[src/rtl/dvfs_sel_pkg.sv]
package dvfs_sel_pkg;
    localparam int LVL_W   = 3;
    localparam int NUM_LVL = 7;
    localparam int FRAC    = 12;
    localparam int RAT_W   = 16;

    function automatic longint volt_cent(input int lvl);
        int l;
        l = (lvl < 1) ? 1 : ((lvl > NUM_LVL) ? NUM_LVL : lvl);
        return 65 + 5 * l;
    endfunction

    function automatic logic [RAT_W-1:0] cube_ratio(input int cand, input int prev);
        longint vc, vp, num, den;
        vc  = volt_cent(cand);
        vp  = volt_cent(prev);
        num = vc * vc * vc * (longint'(1) << FRAC);
        den = vp * vp * vp;
        return RAT_W'((num + den / 2) / den);
    endfunction

    function automatic logic [RAT_W-1:0] lin_ratio(input int cand, input int prev);
        longint vc, vp;
        vc = volt_cent(cand);
        vp = volt_cent(prev);
        return RAT_W'((vc * (longint'(1) << FRAC) + vp / 2) / vp);
    endfunction
endpackage

[src/rtl/dvfs_ratio_table.sv]
module dvfs_ratio_table
    import dvfs_sel_pkg::*;
(
    input  logic [LVL_W-1:0] cand_i,
    input  logic [LVL_W-1:0] prev_i,
    output logic [RAT_W-1:0] cube_o,
    output logic [RAT_W-1:0] lin_o
);
    localparam int ENT = 1 << LVL_W;

    logic [RAT_W-1:0] cube_tab [ENT][ENT];
    logic [RAT_W-1:0] lin_tab  [ENT][ENT];

    for (genvar c = 0; c < ENT; c++) begin : g_cand
        for (genvar p = 0; p < ENT; p++) begin : g_prev
            assign cube_tab[c][p] = cube_ratio(c, p);
            assign lin_tab[c][p]  = lin_ratio(c, p);
        end
    end

    assign cube_o = cube_tab[cand_i][prev_i];
    assign lin_o  = lin_tab[cand_i][prev_i];
endmodule

[src/rtl/dvfs_core_est.sv]
module dvfs_core_est
    import dvfs_sel_pkg::*;
#(
    parameter int PWR_W = 16,
    parameter int THR_W = 16,
    localparam int EP_W = PWR_W + 2,
    localparam int ET_W = THR_W + 1
) (
    input  logic [PWR_W-1:0] pwr_i,
    input  logic [THR_W-1:0] thr_i,
    input  logic [RAT_W-1:0] cube_i,
    input  logic [RAT_W-1:0] lin_i,
    output logic [EP_W-1:0]  est_pwr_o,
    output logic [ET_W-1:0]  est_thr_o
);
    localparam int PP_W = PWR_W + RAT_W;
    localparam int TP_W = THR_W + RAT_W;

    logic [PP_W-1:0] p_prod;
    logic [TP_W-1:0] t_prod;

    assign p_prod    = PP_W'(pwr_i) * PP_W'(cube_i);
    assign t_prod    = TP_W'(thr_i) * TP_W'(lin_i);
    assign est_pwr_o = p_prod[FRAC +: EP_W];
    assign est_thr_o = t_prod[FRAC +: ET_W];
endmodule

[src/rtl/dvfs_chipwide_sel.sv]
module dvfs_chipwide_sel
    import dvfs_sel_pkg::*;
#(
    parameter int NUM_CORES = 4,
    parameter int PWR_W     = 16,
    parameter int THR_W     = 16,
    localparam int CNT_W    = $clog2(NUM_CORES + 1),
    localparam int ACC_W    = PWR_W + 2 + CNT_W,
    localparam int TACC_W   = THR_W + 1 + CNT_W
) (
    input  logic                             clk_i,
    input  logic                             rst_ni,
    input  logic                             start_i,
    input  logic [ACC_W-1:0]                 budget_i,
    input  logic [NUM_CORES-1:0][PWR_W-1:0]  pwr_smp_i,
    input  logic [NUM_CORES-1:0][THR_W-1:0]  thr_smp_i,
    input  logic [NUM_CORES-1:0][LVL_W-1:0]  prev_lvl_i,
    output logic                             done_o,
    output logic [LVL_W-1:0]                 level_o,
    output logic [ACC_W-1:0]                 pwr_total_o,
    output logic [TACC_W-1:0]                thr_total_o,
    output logic                             over_budget_o
);
    localparam int IDX_W = (NUM_CORES > 1) ? $clog2(NUM_CORES) : 1;
    localparam int EP_W  = PWR_W + 2;
    localparam int ET_W  = THR_W + 1;
    localparam logic [IDX_W-1:0] LAST_IDX = IDX_W'(NUM_CORES - 1);
    localparam logic [LVL_W-1:0] TOP_LVL  = LVL_W'(NUM_LVL);
    localparam logic [LVL_W-1:0] BOT_LVL  = LVL_W'(1);

    typedef struct packed {
        logic               busy;
        logic [LVL_W-1:0]   cand;
        logic [IDX_W-1:0]   core;
        logic [ACC_W-1:0]   pacc;
        logic [TACC_W-1:0]  tacc;
        logic               done;
        logic [LVL_W-1:0]   level;
        logic [ACC_W-1:0]   ptot;
        logic [TACC_W-1:0]  ttot;
        logic               over;
    } sel_state_t;

    sel_state_t st_d, st_q;

    logic [PWR_W-1:0]  cur_pwr;
    logic [THR_W-1:0]  cur_thr;
    logic [LVL_W-1:0]  cur_prev;
    logic [RAT_W-1:0]  cube_f, lin_f;
    logic [EP_W-1:0]   est_pwr;
    logic [ET_W-1:0]   est_thr;
    logic [ACC_W-1:0]  psum;
    logic [TACC_W-1:0] tsum;
    logic              busy_q;

    assign cur_pwr  = pwr_smp_i[st_q.core];
    assign cur_thr  = thr_smp_i[st_q.core];
    assign cur_prev = prev_lvl_i[st_q.core];

    dvfs_ratio_table u_tab (
        .cand_i (st_q.cand),
        .prev_i (cur_prev),
        .cube_o (cube_f),
        .lin_o  (lin_f)
    );

    dvfs_core_est #(.PWR_W(PWR_W), .THR_W(THR_W)) u_est (
        .pwr_i     (cur_pwr),
        .thr_i     (cur_thr),
        .cube_i    (cube_f),
        .lin_i     (lin_f),
        .est_pwr_o (est_pwr),
        .est_thr_o (est_thr)
    );

    assign psum = st_q.pacc + ACC_W'(est_pwr);
    assign tsum = st_q.tacc + TACC_W'(est_thr);

    always_comb begin
        st_d      = st_q;
        st_d.done = 1'b0;
        if (!st_q.busy) begin
            if (start_i) begin
                st_d.busy = 1'b1;
                st_d.cand = TOP_LVL;
                st_d.core = '0;
                st_d.pacc = '0;
                st_d.tacc = '0;
            end
        end else if (st_q.core == LAST_IDX) begin
            if ((psum <= budget_i) || (st_q.cand == BOT_LVL)) begin
                st_d.busy  = 1'b0;
                st_d.done  = 1'b1;
                st_d.level = st_q.cand;
                st_d.ptot  = psum;
                st_d.ttot  = tsum;
                st_d.over  = (psum > budget_i);
            end else begin
                st_d.cand = st_q.cand - BOT_LVL;
                st_d.core = '0;
                st_d.pacc = '0;
                st_d.tacc = '0;
            end
        end else begin
            st_d.core = st_q.core + IDX_W'(1);
            st_d.pacc = psum;
            st_d.tacc = tsum;
        end
    end

    always_ff @(posedge clk_i or negedge rst_ni) begin
        if (!rst_ni) begin
            st_q       <= '0;
            st_q.cand  <= TOP_LVL;
            st_q.level <= BOT_LVL;
        end else begin
            st_q <= st_d;
        end
    end

    assign busy_q        = st_q.busy;
    assign done_o        = st_q.done;
    assign level_o       = st_q.level;
    assign pwr_total_o   = st_q.ptot;
    assign thr_total_o   = st_q.ttot;
    assign over_budget_o = st_q.over;
endmodule

[config.mk]
export PLATFORM = sky130hd
export DESIGN_NAME = dvfs_chipwide_sel
export DESIGN_NICKNAME = d
export VERILOG_FILES = /design/src/rtl/dvfs_sel_pkg.sv /design/src/rtl/dvfs_ratio_table.sv /design/src/rtl/dvfs_core_est.sv /design/src/rtl/dvfs_chipwide_sel.sv
export SDC_FILE = /design/constraint.sdc
export NUM_CORES = 1
export LEC_CHECK = 0
export ABC_AREA = 1
export BUFFER_PORTS_ARGS = -buffer_cell sky130_fd_sc_hd__buf_2
export CAP_MARGIN = 10
export CORE_ASPECT_RATIO = 0.5
export CORE_UTILIZATION = 40
export CTS_BUF_LIST = sky130_fd_sc_hd__clkbuf_8 sky130_fd_sc_hd__clkbuf_16
export DETAILED_ROUTE_END_ITERATION = 16
export GPL_TIMING_DRIVEN = 0
export PLACE_DENSITY_LB_ADDON = 0.3
export RECOVER_POWER = 25
export SLEW_MARGIN = 0
export SYNTH_ARGS = -nofsm -noshare
export SYNTH_HDL_FRONTEND = slang
export SYNTH_SLANG_ARGS = --single-unit
[constraint.sdc]
create_clock -name clk_i -period 26.9 [get_ports clk_i]
set_input_delay 2.69 -clock clk_i [delete_from_list [all_inputs] [get_ports clk_i]]
set_output_delay 2.69 -clock clk_i [all_outputs]
set_load 0.01 [all_outputs]
# ---- After elaboration in Yosys (flattened, before gate mapping)
# Memory sizes are Yosys's and may differ from the RTL's.
# Index checks and enable logic that the tools add are counted.
# W data, S select, Z words.
dict set report word_totals {
  regBits 93
  latchBits 0
  mem_bits_rw 0
  mem_bits_ro 2048
  inputBits 164
  out_inout_bits 46
  elab_cells 60
  mem_count 2
}
dict set report op_classes {
  add_sub_neg 4
  mul 2
  div 0
  magnitude_cmp 5
  n_eq_ne 5
  n_shift 0
  n_mux 25
  n_bitwise 2
  reduce_logical 5
}
# name depth word_bits read_ports rd_clocked_by_memory_dff write_ports line_no
set mem_list {}
lappend mem_list {{(no name shown)} 8 128 1 0 0 dvfs_ratio_table.sv:21} ;# assign cube_o = cube_tab[cand_i][prev_i];
lappend mem_list {{(no name shown)} 8 128 1 0 0 dvfs_ratio_table.sv:22} ;# assign lin_o = lin_tab[cand_i][prev_i];
# op n
set ops {}
lappend ops {{$mux W128} 4}
lappend ops {{$mux W46} 4}
lappend ops {{$bmux W16 S3} 2}
lappend ops {{$mux W16} 6}
lappend ops {{$mux W47} 2}
lappend ops {{$bmux W16 S2} 2}
lappend ops {{$mux W43} 1}
lappend ops {{$mul A16 B16 Y30} 1}
lappend ops {{$mul A16 B16 Y29} 1}
lappend ops {{$add A21 B18 Y21} 1}
lappend ops {{$gt A21 B21 Y1} 1}
lappend ops {{$le A21 B21 Y1} 1}
lappend ops {{$add A20 B17 Y20} 1}
lappend ops {{$ge A4 B4 Y1 const B} 2}
lappend ops {{$not A3 Y4} 2}
lappend ops {{$bmux W3 S2} 1}
lappend ops {{$reduce_and A3 Y1} 2}
lappend ops {{$mux W4} 1}
lappend ops {{$eq A3 B1 Y1 const B} 1}
lappend ops {{$lt A2 B3 Y1 const B} 1}
lappend ops {{$mux W3} 1}
lappend ops {{$ne A3 B3 Y1 const B} 1}
lappend ops {{$sub A3 B1 Y3 const B} 1}
lappend ops {{$add A2 B1 Y2 const B} 1}
lappend ops {{other kinds (7)} 7}

# ---- Depth between registers and ports, before layout
# Gate-level depths: netlist of run 1.
dict set report depth {
  ltp_word 14
  mapped_depth 62
  mapped_depth_nobuf 59
}

# ---- Cells and area by module
# Synthesis of run 1 repeated with hierarchy kept, for this count alone.
dict set report hier_totals {
  cells_unflattened 3968
  hier_area_um2 26793.2
}
# mod instances cells_each area_each_um2 seq_area_each_um2
set by_module_without_submodules {}
lappend by_module_without_submodules {dvfs_core_est 1 2420 17281.6 0.0}
lappend by_module_without_submodules {dvfs_chipwide_sel 1 1159 7716.2 2332.2}
lappend by_module_without_submodules {dvfs_ratio_table 1 389 1795.5 0.0}

# ---- Worst setup path after synthesis of run 1
# Ideal clock, no wire load.
dict set report synth_path {
  path_kind {input port to flip-flop}
  from {input port prev_lvl_i[3] (netlist bit)}
  to {register st_q[77] (netlist bit)}
  setup_time_ns 0.123
  arrival_ns 11.692
  t_required_ns 26.777
  setup_slack_ns 15.085
  path_stages 55
  path_buffers 4
  cell_sequence {nand2_1 -> nand3_4 -> nand2_4 -> buf_4 -> buf_2 -> nand2_1 -> nand2_1 -> o22ai_1 -> o21ai_1 -> buf_2 -> nor2_1 -> fa_1 -> inv_1 -> fa_1 -> fa_1 -> fa_1 -> inv_1 -> fa_1 -> [... 19 more ...] -> nand3_1 -> nand2_1 -> a21oi_1 -> o21ai_0 -> nand2_1 -> ha_1 -> nand2_1 -> nor4_1 -> nand3_1 -> nand3_1 -> nand3_1 -> nand2_1 -> inv_1 -> nand2_1 -> inv_2 -> clkbuf_1 -> o21ai_0 -> nand2_1}
}
dict set report synth_between {
  elab_chain_len 12
  elab_cells_between_ends 14
  cone_classes {add/sub (1); mul (1); order compare (1); eq/ne (1); mux (7); bitwise (1); reduce/logical (2)}
}
# element line_no
set synth_rtl {}
lappend synth_rtl {{from (decl)} dvfs_chipwide_sel.sv:17} ;# input logic [NUM_CORES-1:0][LVL_W-1:0] prev_lvl_i,
lappend synth_rtl {{$bmux W3 S2} dvfs_chipwide_sel.sv:58} ;# assign cur_prev = prev_lvl_i[st_q.core];
lappend synth_rtl {{$mux W3 (not written as such)} dvfs_chipwide_sel.sv:58}
lappend synth_rtl {{$not A3 Y4 (not written as such)} dvfs_ratio_table.sv:21}
lappend synth_rtl {{$bmux W16 S3} dvfs_ratio_table.sv:21}
lappend synth_rtl {{$mux W16 (not written as such) (2 in series)} dvfs_ratio_table.sv:21}
lappend synth_rtl {{$mul A16 B16 Y30} dvfs_core_est.sv:22} ;# assign p_prod = PP_W'(pwr_i) * PP_W'(cube_i);
lappend synth_rtl {{$add A21 B18 Y21} dvfs_chipwide_sel.sv:76} ;# assign psum = st_q.pacc + ACC_W'(est_pwr);
lappend synth_rtl {{named net psum[20]} dvfs_chipwide_sel.sv:52} ;# logic [ACC_W-1:0] psum;
lappend synth_rtl {{$le A21 B21 Y1} dvfs_chipwide_sel.sv:91} ;# if ((psum <= budget_i) || (st_q.cand == BOT_LVL)) begin
lappend synth_rtl {{$logic_or A1 B1 Y1} dvfs_chipwide_sel.sv:91}
lappend synth_rtl {{$ne A3 B3 Y1 (no line)} n/a}
lappend synth_rtl {{$reduce_and A2 Y1 (no line)} n/a}
lappend synth_rtl {{to (signal assigned)} dvfs_chipwide_sel.sv:117} ;# st_q <= st_d;
lappend synth_rtl {{to (decl)} dvfs_chipwide_sel.sv:44} ;# sel_state_t st_d, st_q;
# The timed path passes the listed nets, and every way through them passes these cells. The select of a mux whose other input is x is not followed.
# A chain may end at the register's enable or synchronous reset.

# ---- Worst setup path after layout of run 1
dict set report layout_path {
  from {input port prev_lvl_i[5] (netlist bit)}
  to {register st_q[81] (netlist bit)}
}
# Same word-level chain as after synthesis.

==> results.toml, run 1 <==
[layout]
fillers = 6037
area_growth_pct = 9.824
instances_no_fill = 4279
stdcell_area_sq_um = 26180
fin_nets = 4256
drive_gt1_frac = 0.1259

[die]
start_util = 0.4103
core_area_sq_um = 58100
die_h_microns = 174.6
io_pins = 210
num_rows = 62
fp.dieW_microns = 347.3
dieArea_sq_um = 60640

[global_route]
grt_pass1_wl_mm = 117.2
antenna_found_initial = 0
gr-usage-all-layers = 0.2430
overflow = 0
grt_pass1_vias = 22040
grt_max_degree = 58

[yosys]
syn_nets = 4035
syn_area_per_cell_sq_um = 7.260
ys_ff_latch = 93
yosys_warnings = 0
postSynthCellCount = 3284
ys.flop_type = "dfrtp_1"
synth.distinct_cells = 57
syn_area_sq_um = 23840
ys_seq_area_frac = 0.09782
async_reset_ff_frac = 1.000
synth_edf_count = 0

[worst_hold_path]
worstHoldStart = "thr_total_o[11]"
hold_class = "register to register"
min_path_cells = 2
hold-path-endpoint = "thr_total_o[11]"

[worst_setup_path]
cp-end-kind = "register"
path_max_fanout = 10
start_kind = "primary input"
r2r_start = "st_q[90]"
cp.arrival_ps = 14440
max_stage_delay_ps = 570
reg2reg_to = "st_q[81]"
worstSetupPathType = "primary input to register"
reg2reg_depth = 54
cp_num_buf_inv = 13
crit_family = "adder cells"
crit_path_top_delay_cell = "clkbuf_1"
required_ps = 27190
crit_path_frequent_cell = "nand2_1"
reg2reg_setup_slack_ps = 14070

[cts]
cts.clk_slew.worst_paths_ps = 70
cts_hold_buf = 0
clock-sinks = 93
postCtsSetupBuffers = 0
cts-root-buf = "clkbuf_16"
cts_resized = 0
h-tree-depth = 3
cts_tree = "done"
worstSkewPairLatency_ps = 360
ctsLongestPathBuffers = 2
cts-buffers-inserted = 9

[placed_design]
gp_congestion = 0.9625
io_buffers = 209
dp_hpwl_mm = 62.57
place_area_sq_um = 25870
preCtsSetupSlack_ps = 12540
place_inst = 4262

[sta]
slew_headroom = -1.135
finalSetupViolCount = 0
min_period_over_period = 0.5263
worstMarginPinSlew_ps = 3203
final.setup.tns_ps = 0
skew_ps = 10.20
fmax_mhz = 70.63
hold_viol_final = 0
rsz0062_at_grt = "no"
period_needed_ps = 14160
slew_viol_final = 96
fin_ws_ps = 12740

[routing]
post-route-drc-count = 0
first_pass_iters = 7
wl_per_cell_microns = 17.30
viasPerCell = 5.169
vias = 22120
routed_wl_mm = 74.01
drtAntennaViolNets = 0
initialDrtViolationCount = 1580

[flow_run]
maxCapViolations = 2

[run_status]
status = "finished with violations"
violations = "capacitance limit, slew limit"
[sequential cells by signal, indices dropped and copies added (netlist names)]
register,count
busy_q,1
level_o,3
over_budget_o,1
thr_total_o,20
done_o,1
pwr_total_o,21
st_q,46
[tightest hold or removal path, delay by kind of cell, from the launching register on]
family	cells	cell delay (ps)
DFF	1	340
and+or+nand+nor	2	100
[Yosys cell counts (10+ instances only)]
master / count / area [sq um]
nand2_1: 783 / 2939
inv_1: 617 / 2316
nor2_1: 352 / 1321
fa_1: 320 / 6406
ha_1: 267 / 3341
o21ai_0: 135 / 675.7
a21oi_1: 134 / 670.6
dfrtp_1: 89 / 2227
nand3_1: 88 / 440.4
or2_2: 68 / 425.4
buf_4: 51 / 382.9
xor2_1: 43 / 376.6
buf_2: 36 / 180.2
clkbuf_1: 35 / 131.4
a32oi_1: 27 / 236.5
nor3_1: 23 / 115.1
nand2_2: 18 / 112.6
nand4_1: 18 / 112.6
a31oi_1: 16 / 100.1
xnor2_1: 16 / 140.1
o211ai_1: 15 / 112.6
o21a_1: 11 / 82.58
clkinv_1: 10 / 37.54
[logic make-up (layout without fill, tap and decap cells)]
kind of cell | after synthesis | count (layout) | synth area share
compound gates | 399 | 399 | 0.1000
xor+xnor | 59 | 59 | 0.02167
fa+ha+maj | 587 | 587 | 0.4088
buf+inv | 773 | 999 | 0.1337
flops | 93 | 93 | 0.09782
other cells | 0 | 1 | 0
simple gates | 1373 | 1373 | 0.2379
[per-layer routing]
layer	track usage	vias to the layer above	wire length [microns]	part of all wire
li1	-	10540	-	-
met1	0.3466	10830	34100	0.46
met2	0.3901	658	33650	0.45
met3	0.03566	97	4715	0.064
met4	0.05199	0	1539	0.021
met5	0	-	0	0
[cell usage in the layout, fill, tap and decap left out, types with 7 or more instances in the layout]
cell type / instances
a211oi_1: 8
a21oi_1: 134
a31oi_1: 16
a32oi_1: 27
buf_1: 8
buf_2: 244
buf_4: 51
clkbuf_1: 37
clkbuf_16: 9
clkinv_1: 10
dfrtp_1: 89
fa_1: 320
ha_1: 267
inv_1: 617
inv_2: 9
nand2_1: 783
nand2_2: 18
nand3_1: 88
nand4_1: 18
nor2_1: 352
nor3_1: 23
o211ai_1: 15
o21a_1: 11
o21ai_0: 135
o21ai_1: 9
o21bai_1: 7
or2_2: 68
xnor2_1: 16
xor2_1: 43
[final cells by class]
cell class	count	area [sq um]	area share
Multi-Input combinational cell	2418	18320	0.6997
Tap cell	768	960.9	0.03670
Buffer	136	792.0	0.03025
Sequential cell	93	2332	0.08907
Inverter	637	2396	0.09151
Clock buffer	10	239.0	0.009127
Timing Repair Buffer	210	1049	0.04004
Clock inverter	6	91.34	0.003488
Antenna cell	1	2.502	0.00009557
[through the flow]
stage,hold WS [ps],utilization
floorplan,450.0,-
global placement,466.4,0.4449
CTS,485.9,0.4509
finish,480.1,0.4506
global route,499.0,0.4506
detailed placement,467.5,0.4453
[worst max-delay path by stage]
| stage | start | end | cells past startpoint |
|---|---|---|---|
| final | prev_lvl_i[5] | st_q[81] | 56 |
| after detailed placement | prev_lvl_i[5] | st_q[76] | 56 |
| after global placement | prev_lvl_i[3] | st_q[82] | 56 |
| after CTS | prev_lvl_i[5] | st_q[81] | 56 |
| after global routing | prev_lvl_i[5] | st_q[74] | 56 |
| after floorplan | prev_lvl_i[3] | st_q[77] | 55 |
Power of run 1 is left out: the tool's default activity adds up to more than one toggle a clock period on the data nets, which glitch-free logic cannot reach.
==> run 2, diff against run 1 <==
--- a/config.mk
+++ b/config.mk
@@ -5,7 +5,7 @@
 export SDC_FILE = /design/constraint.sdc
 export NUM_CORES = 1
 export LEC_CHECK = 0
-export ABC_AREA = 1
+export ABC_AREA = 0
 export BUFFER_PORTS_ARGS = -buffer_cell sky130_fd_sc_hd__buf_2
 export CAP_MARGIN = 10
 export CORE_ASPECT_RATIO = 0.5
==> constraint.sdc (replaced) <==
create_clock -name clk_i -period 12.05 [get_ports clk_i]
set_input_delay 1.205 -clock clk_i [delete_from_list [all_inputs] [get_ports clk_i]]
set_output_delay 1.205 -clock clk_i [all_outputs]
set_load 0.01 [all_outputs]
==> run 2 against run 1 <==
  * The flow still finishes with violations (capacitance limit, slew limit)
  * Final cell count fell by 14%
  * Synthesized area shrank 5.1%
  * Synthesized cell count fell by 19%
  * Setup slack got worse by 12000 ps
  * Global-route usage is 0.34 points lower
  * Critical path type unchanged
  * Critical endpoint is now thr_total_o[0]
==> results.toml, run 2 <==
[layout]
layout_common_cells = "inv_1 (470), nand2_1 (391), fa_1 (316)"
top_register = "st_q"
fillers = 5505
drive_gt1_frac = 0.2013
diodes = 0
largest_reg_flops = 46
area_growth_pct = 16.33
mostFrequentLayoutCell = "inv_1"
fin_nets = 3687

[sta]
worstMarginPinSlew_ps = 3493
period_needed_ps = 11720
fmax_mhz = 85.29
min_period_over_period = 0.9730
skew_ps = 8.308
slew_viol_final = 96
slew_headroom = -1.329
hold_viol_final = 0
final.setup.tns_ps = 0
finalSetupViolCount = 0

[worst_setup_path]
crit_path_top_delay_cell = "fa_1"
cp-end-kind = "register"
max_stage_delay_ps = 590
required_ps = 12290
start_kind = "primary input"
cp_num_buf_inv = 15
crit_family = "adder cells"
path_max_fanout = 10
cp.arrival_ps = 11970
worstSetupPathType = "primary input to register"

[placed_design]
gp_congestion = 0.9857
io_buffers = 209
dp_hpwl_mm = 56.96

[worst_hold_path]
hold_class = "register to register"

[cts]
cts-buffers-inserted = 9
h-tree-depth = 3
cts.clk_slew.worst_paths_ps = 60
cts-root-buf = "clkbuf_16"
clock-sinks = 93
cts_hold_buf = 0
ctsLongestPathBuffers = 2
cts_tree = "done"
worstSkewPairLatency_ps = 350

[global_route]
grt_pass1_vias = 19400
grt_pass1_wl_mm = 107.8
gr-usage-all-layers = 0.2396
overflow = 0
antenna_found_initial = 2
grt_max_degree = 65

[die]
start_util = 0.4060
io_pins = 210
dieArea_sq_um = 57560
num_rows = 61
fp.dieW_microns = 338.3
core_area_sq_um = 55720
die_h_microns = 170.2

[yosys]
yosys_warnings = 0
synth_top_family_by_area = "adder cells"
ys_seq_area_frac = 0.1031
synth_mux_area_frac = 0.05222
postSynthCellCount = 2658
synthSimpleGateAreaFrac = 0.1569
synth.top_cells.by_count = "inv_1 (481), nand2_1 (392), fa_1 (320)"
ys_ff_latch = 93
synthAdderAreaFrac = 0.4309
yosys.area.top_type = "fa_1"
synth.distinct_cells = 75
netlist.area_leader.share = 0.2832
async_reset_ff_frac = 1.000
synth_edf_count = 0
synth_compound_area_frac = 0.1147
synth-xor-area-share = 0.02555
synth_most_common_cell = "inv_1"
syn_nets = 3409
syn_area_sq_um = 22620
syn_area_per_cell_sq_um = 8.510
ys_top_cells_by_area = "fa_1 (28%), ha_1 (15%), dfrtp_1 (9.8%)"
ys.flop_type = "dfrtp_1"

[routing]
drtAntennaViolNets = 0
wl_per_cell_microns = 18.75
initialDrtViolationCount = 1408
vias = 19480
viasPerCell = 5.270
post-route-drc-count = 0
first_pass_iters = 6
routed_wl_mm = 69.32

[run_status]
status = "finished with violations"
violations = "capacitance limit, slew limit"

[flow_run]
maxCapViolations = 2
## run 2: cell count changes after synthesis, sizes merged, moves of 65 or more
cell | previous run | this run
nand2 | 804 | 393
and2 | 1 | 66
inv | 627 | 481
nor2b | 0 | 72
nor2 | 356 | 153
clkbuf | 35 | 101
## run 2: per-layer routing
metal  global-route usage  wire (microns)  vias up  part of all wire
li1                     -               -     8993                 -
met1               0.3258           30380     9783              0.44
met2               0.3886           32080      600              0.46
met3              0.04021            4475      108             0.065
met4              0.07830            2379        0             0.034
met5                    0               0        -                 0
## run 2: final timing paths
kind                            startpoint              end  slack, ps  depth (start not counted)
setup reg to reg                  st_q[89]   thr_total_o[0]        390                         56
setup / recovery             prev_lvl_i[9]   thr_total_o[0]        330                         55
hold reg to reg            thr_total_o[10]  thr_total_o[10]        480                          2
hold / removal             thr_total_o[10]  thr_total_o[10]        480                          2
min in group asynchronous           rst_ni  pwr_total_o[11]       1260                          1
max in group asynchronous           rst_ni   thr_total_o[8]       6750                          2
## run 2: kinds of logic after synthesis
logic type / after synthesis
buf+inv: 649
compound gates: 393
simple gates: 790
fa+ha+maj: 587
flops: 93
mux: 80
xor+xnor: 66
## run 2: metrics by stage
stage / instances / hold slack [ps] / worst slack (ps) / util / cell area, sq um
floorplan: 2658 / 447.0 / 18.59 / - / 22620
global placement: 3623 / 463.3 / -3322 / 0.4418 / 24610
detailed placement: 3624 / 468.4 / -3333 / 0.4423 / 24640
CTS: 3659 / 484.9 / -14.29 / 0.4572 / 25480
global route: 3697 / 503.4 / -84.32 / 0.4723 / 26310
finish: 3697 / 476.6 / 325.3 / 0.4723 / 26310
## run 2: layout make-up
type                       instances  area, sq um  area share
sequential                        93         2332     0.08863
clock inverter                     7        73.82    0.002805
tap                              756        945.9     0.03595
timing repair buffer             270         1564     0.05944
clock buffer                       9        225.2    0.008559
multi-input combinational       1916        18220      0.6925
buffer                           162         1121     0.04260
inverter                         484         1831     0.06956
## run 2: worst register-to-register path, delay by kind of cell (launching register included)
family | cells | cell delay [ps]
flops | 1 | 690
fa+ha+maj | 10 | 3990
buf+inv | 14 | 1930
compound gates | 18 | 3430
xor+xnor | 2 | 320
simple gates | 12 | 1180
## run 2: timing repair
item,in CTS,in global routing
pin swaps,20,69
setup buffers,20,35
resized for setup,131,204
gates cloned,1,3
endpoints found under the setup margin,93,93
Power of run 2 is left out for the same reason.
==> run 3, diff against run 2 <==
--- a/config.mk
+++ b/config.mk
@@ -9,6 +9,7 @@
 export BUFFER_PORTS_ARGS = -buffer_cell sky130_fd_sc_hd__buf_2
 export CAP_MARGIN = 10
 export CORE_ASPECT_RATIO = 0.5
+export CORE_MARGIN = 10
 export CORE_UTILIZATION = 40
 export CTS_BUF_LIST = sky130_fd_sc_hd__clkbuf_8 sky130_fd_sc_hd__clkbuf_16
 export DETAILED_ROUTE_END_ITERATION = 16
==> run 3 against run 2 <==
  * The flow still finishes with violations (capacitance limit, slew limit)
  * Worst hold slack about the same
  * Fmax down 0.37%
  * Wire length up 3.0%
  * Clock skew up 4.3 ps
  * Setup slack worse by 44 ps
  * Die area up 16%
  * Core utilization up 0.23 points
  * Via count up 0.64%
  * First-iteration DRC count up 13%
  * Critical path type unchanged
==> results.toml, run 3 (synthesis gave the netlist of run 2 again) <==
[layout]
fin_nets = 3693
top_register = "st_q"
fillers = 5475
multi_input_area_sq_um = 18270
drive_gt1_frac = 0.2009
area_growth_pct = 16.90
regArea_sq_um = 2337
largest_reg_flops = 46
layout_common_cells = "inv_1 (475), nand2_1 (390), fa_1 (317)"
mostFrequentLayoutCell = "inv_1"

[flow_run]
maxCapViolations = 2

[worst_hold_path]
hold_class = "register to register"

[routing]
initialDrtViolationCount = 1588
wl_per_cell_microns = 19.28
first_pass_iters = 6
vias = 19610
drtAntennaViolNets = 0
viasPerCell = 5.294
routed_wl_mm = 71.41
post-route-drc-count = 0

[cts]
cts_tree = "done"
cts_hold_buf = 0
cts.clk_slew.worst_paths_ps = 70
worstSkewPairLatency_ps = 360
ctsLongestPathBuffers = 2
cts-buffers-inserted = 9
clock-sinks = 93
cts-root-buf = "clkbuf_16"
h-tree-depth = 3

[sta]
worstMarginPinSlew_ps = 3482
final.setup.tns_ps = 0
slew_headroom = -1.321
min_period_over_period = 0.9766
slew_viol_final = 96
skew_ps = 12.61
rsz0062_at_grt = "yes"
fin_ws_ps = 281.4
period_needed_ps = 11770
finalSetupViolCount = 0
fmax_mhz = 84.97
hold_viol_final = 0

[worst_setup_path]
reg2reg_setup_slack_ps = 330
max_stage_delay_ps = 560
cp.arrival_ps = 12010
start_kind = "primary input"
r2r_start = "st_q[90]"
reg2reg_to = "thr_total_o[14]"
cp-end-kind = "register"
endpoint = "thr_total_o[14]"
crit_path_top_delay_cell = "fa_1"
path_max_fanout = 10
crit_path_frequent_cell = "fa_1"
cp-startpoint = "prev_lvl_i[11]"
required_ps = 12290
worstSetupPathType = "primary input to register"
reg2reg_depth = 49

[die]
num_rows = 61
core_area_sq_um = 55720
fp.dieW_microns = 356.3
dieArea_sq_um = 67040
io_pins = 210
start_util = 0.4060
die_h_microns = 188.2

[placed_design]
io_buffers = 209
preCtsSetupSlack_ps = -3103
gp_congestion = 0.9696
dp_hpwl_mm = 58.21

[global_route]
overflow = 0
grt_max_degree = 65
grt_pass1_vias = 20220
grt_pass1_wl_mm = 112.2
gr-usage-all-layers = 0.2084
antenna_found_initial = 2

[run_status]
status = "finished with violations"
violations = "capacitance limit, slew limit"
==> run 3: worst max-delay path, delay by kind of cell <==
| kind | cells | cell delay (ps) |
|---|---|---|
| AND/OR/NAND/NOR | 9 | 870 |
| multiplexers | 2 | 820 |
| XOR/XNOR | 2 | 250 |
| adder cells (fa/ha/maj) | 9 | 3870 |
| AO/OA/AOI/OAI | 16 | 3190 |
| buffers and inverters | 13 | 1770 |
==> run 3: area by class of cell <==
type                       instances  share of cell area
sequential                        93             0.08839
tap                              756             0.03577
buffer                           161             0.04164
multi-input combinational       1916              0.6909
antenna                            1          0.00009463
clock buffer                      10            0.009038
timing repair buffer             277             0.06142
inverter                         484             0.06923
clock inverter                     6            0.003501
==> run 3: per-stage QoR <==
step / hold slack (ps) / std cells / cell area (sq um) / utilization
CTS: 480.7 / 3668 / 25570 / 0.4589
global placement: 462.3 / 3623 / 24610 / 0.4418
floorplan: 447.0 / 2658 / 22620 / -
finish: 476.6 / 3704 / 26440 / 0.4746
detailed placement: 464.6 / 3625 / 24650 / 0.4425
global route: 505.2 / 3703 / 26440 / 0.4746
==> run 3: timing repair <==
item / in CTS / in global routing
buffers inserted: 27 / 36
resized for setup: 132 / 202
setup endpoints to repair: 93 / 93
gates cloned: 1 / 2
pin swaps: 15 / 70
==> run 3: per-layer routing <==
metal | vias up | track usage | wire, microns
met4 | 2 | 0.05777 | 2039
met2 | 640 | 0.3463 | 34060
met5 | - | 0 | 10
li1 | 9001 | - | -
met3 | 118 | 0.03470 | 4613
met1 | 9847 | 0.2768 | 30690
==> run 3: worst min path at each step <==
stage	startpoint	endpoint	slack, ps	cells after the start
after floorplan	thr_total_o[0]	thr_total_o[0]	450	2
after global placement	pwr_total_o[9]	pwr_total_o[9]	460	2
after detailed placement	pwr_total_o[9]	pwr_total_o[9]	460	2
after CTS	over_budget_o	over_budget_o	480	2
after global routing	thr_total_o[1]	thr_total_o[1]	510	2
final	pwr_total_o[10]	pwr_total_o[10]	480	2
Power of run 3 is left out for the same reason.
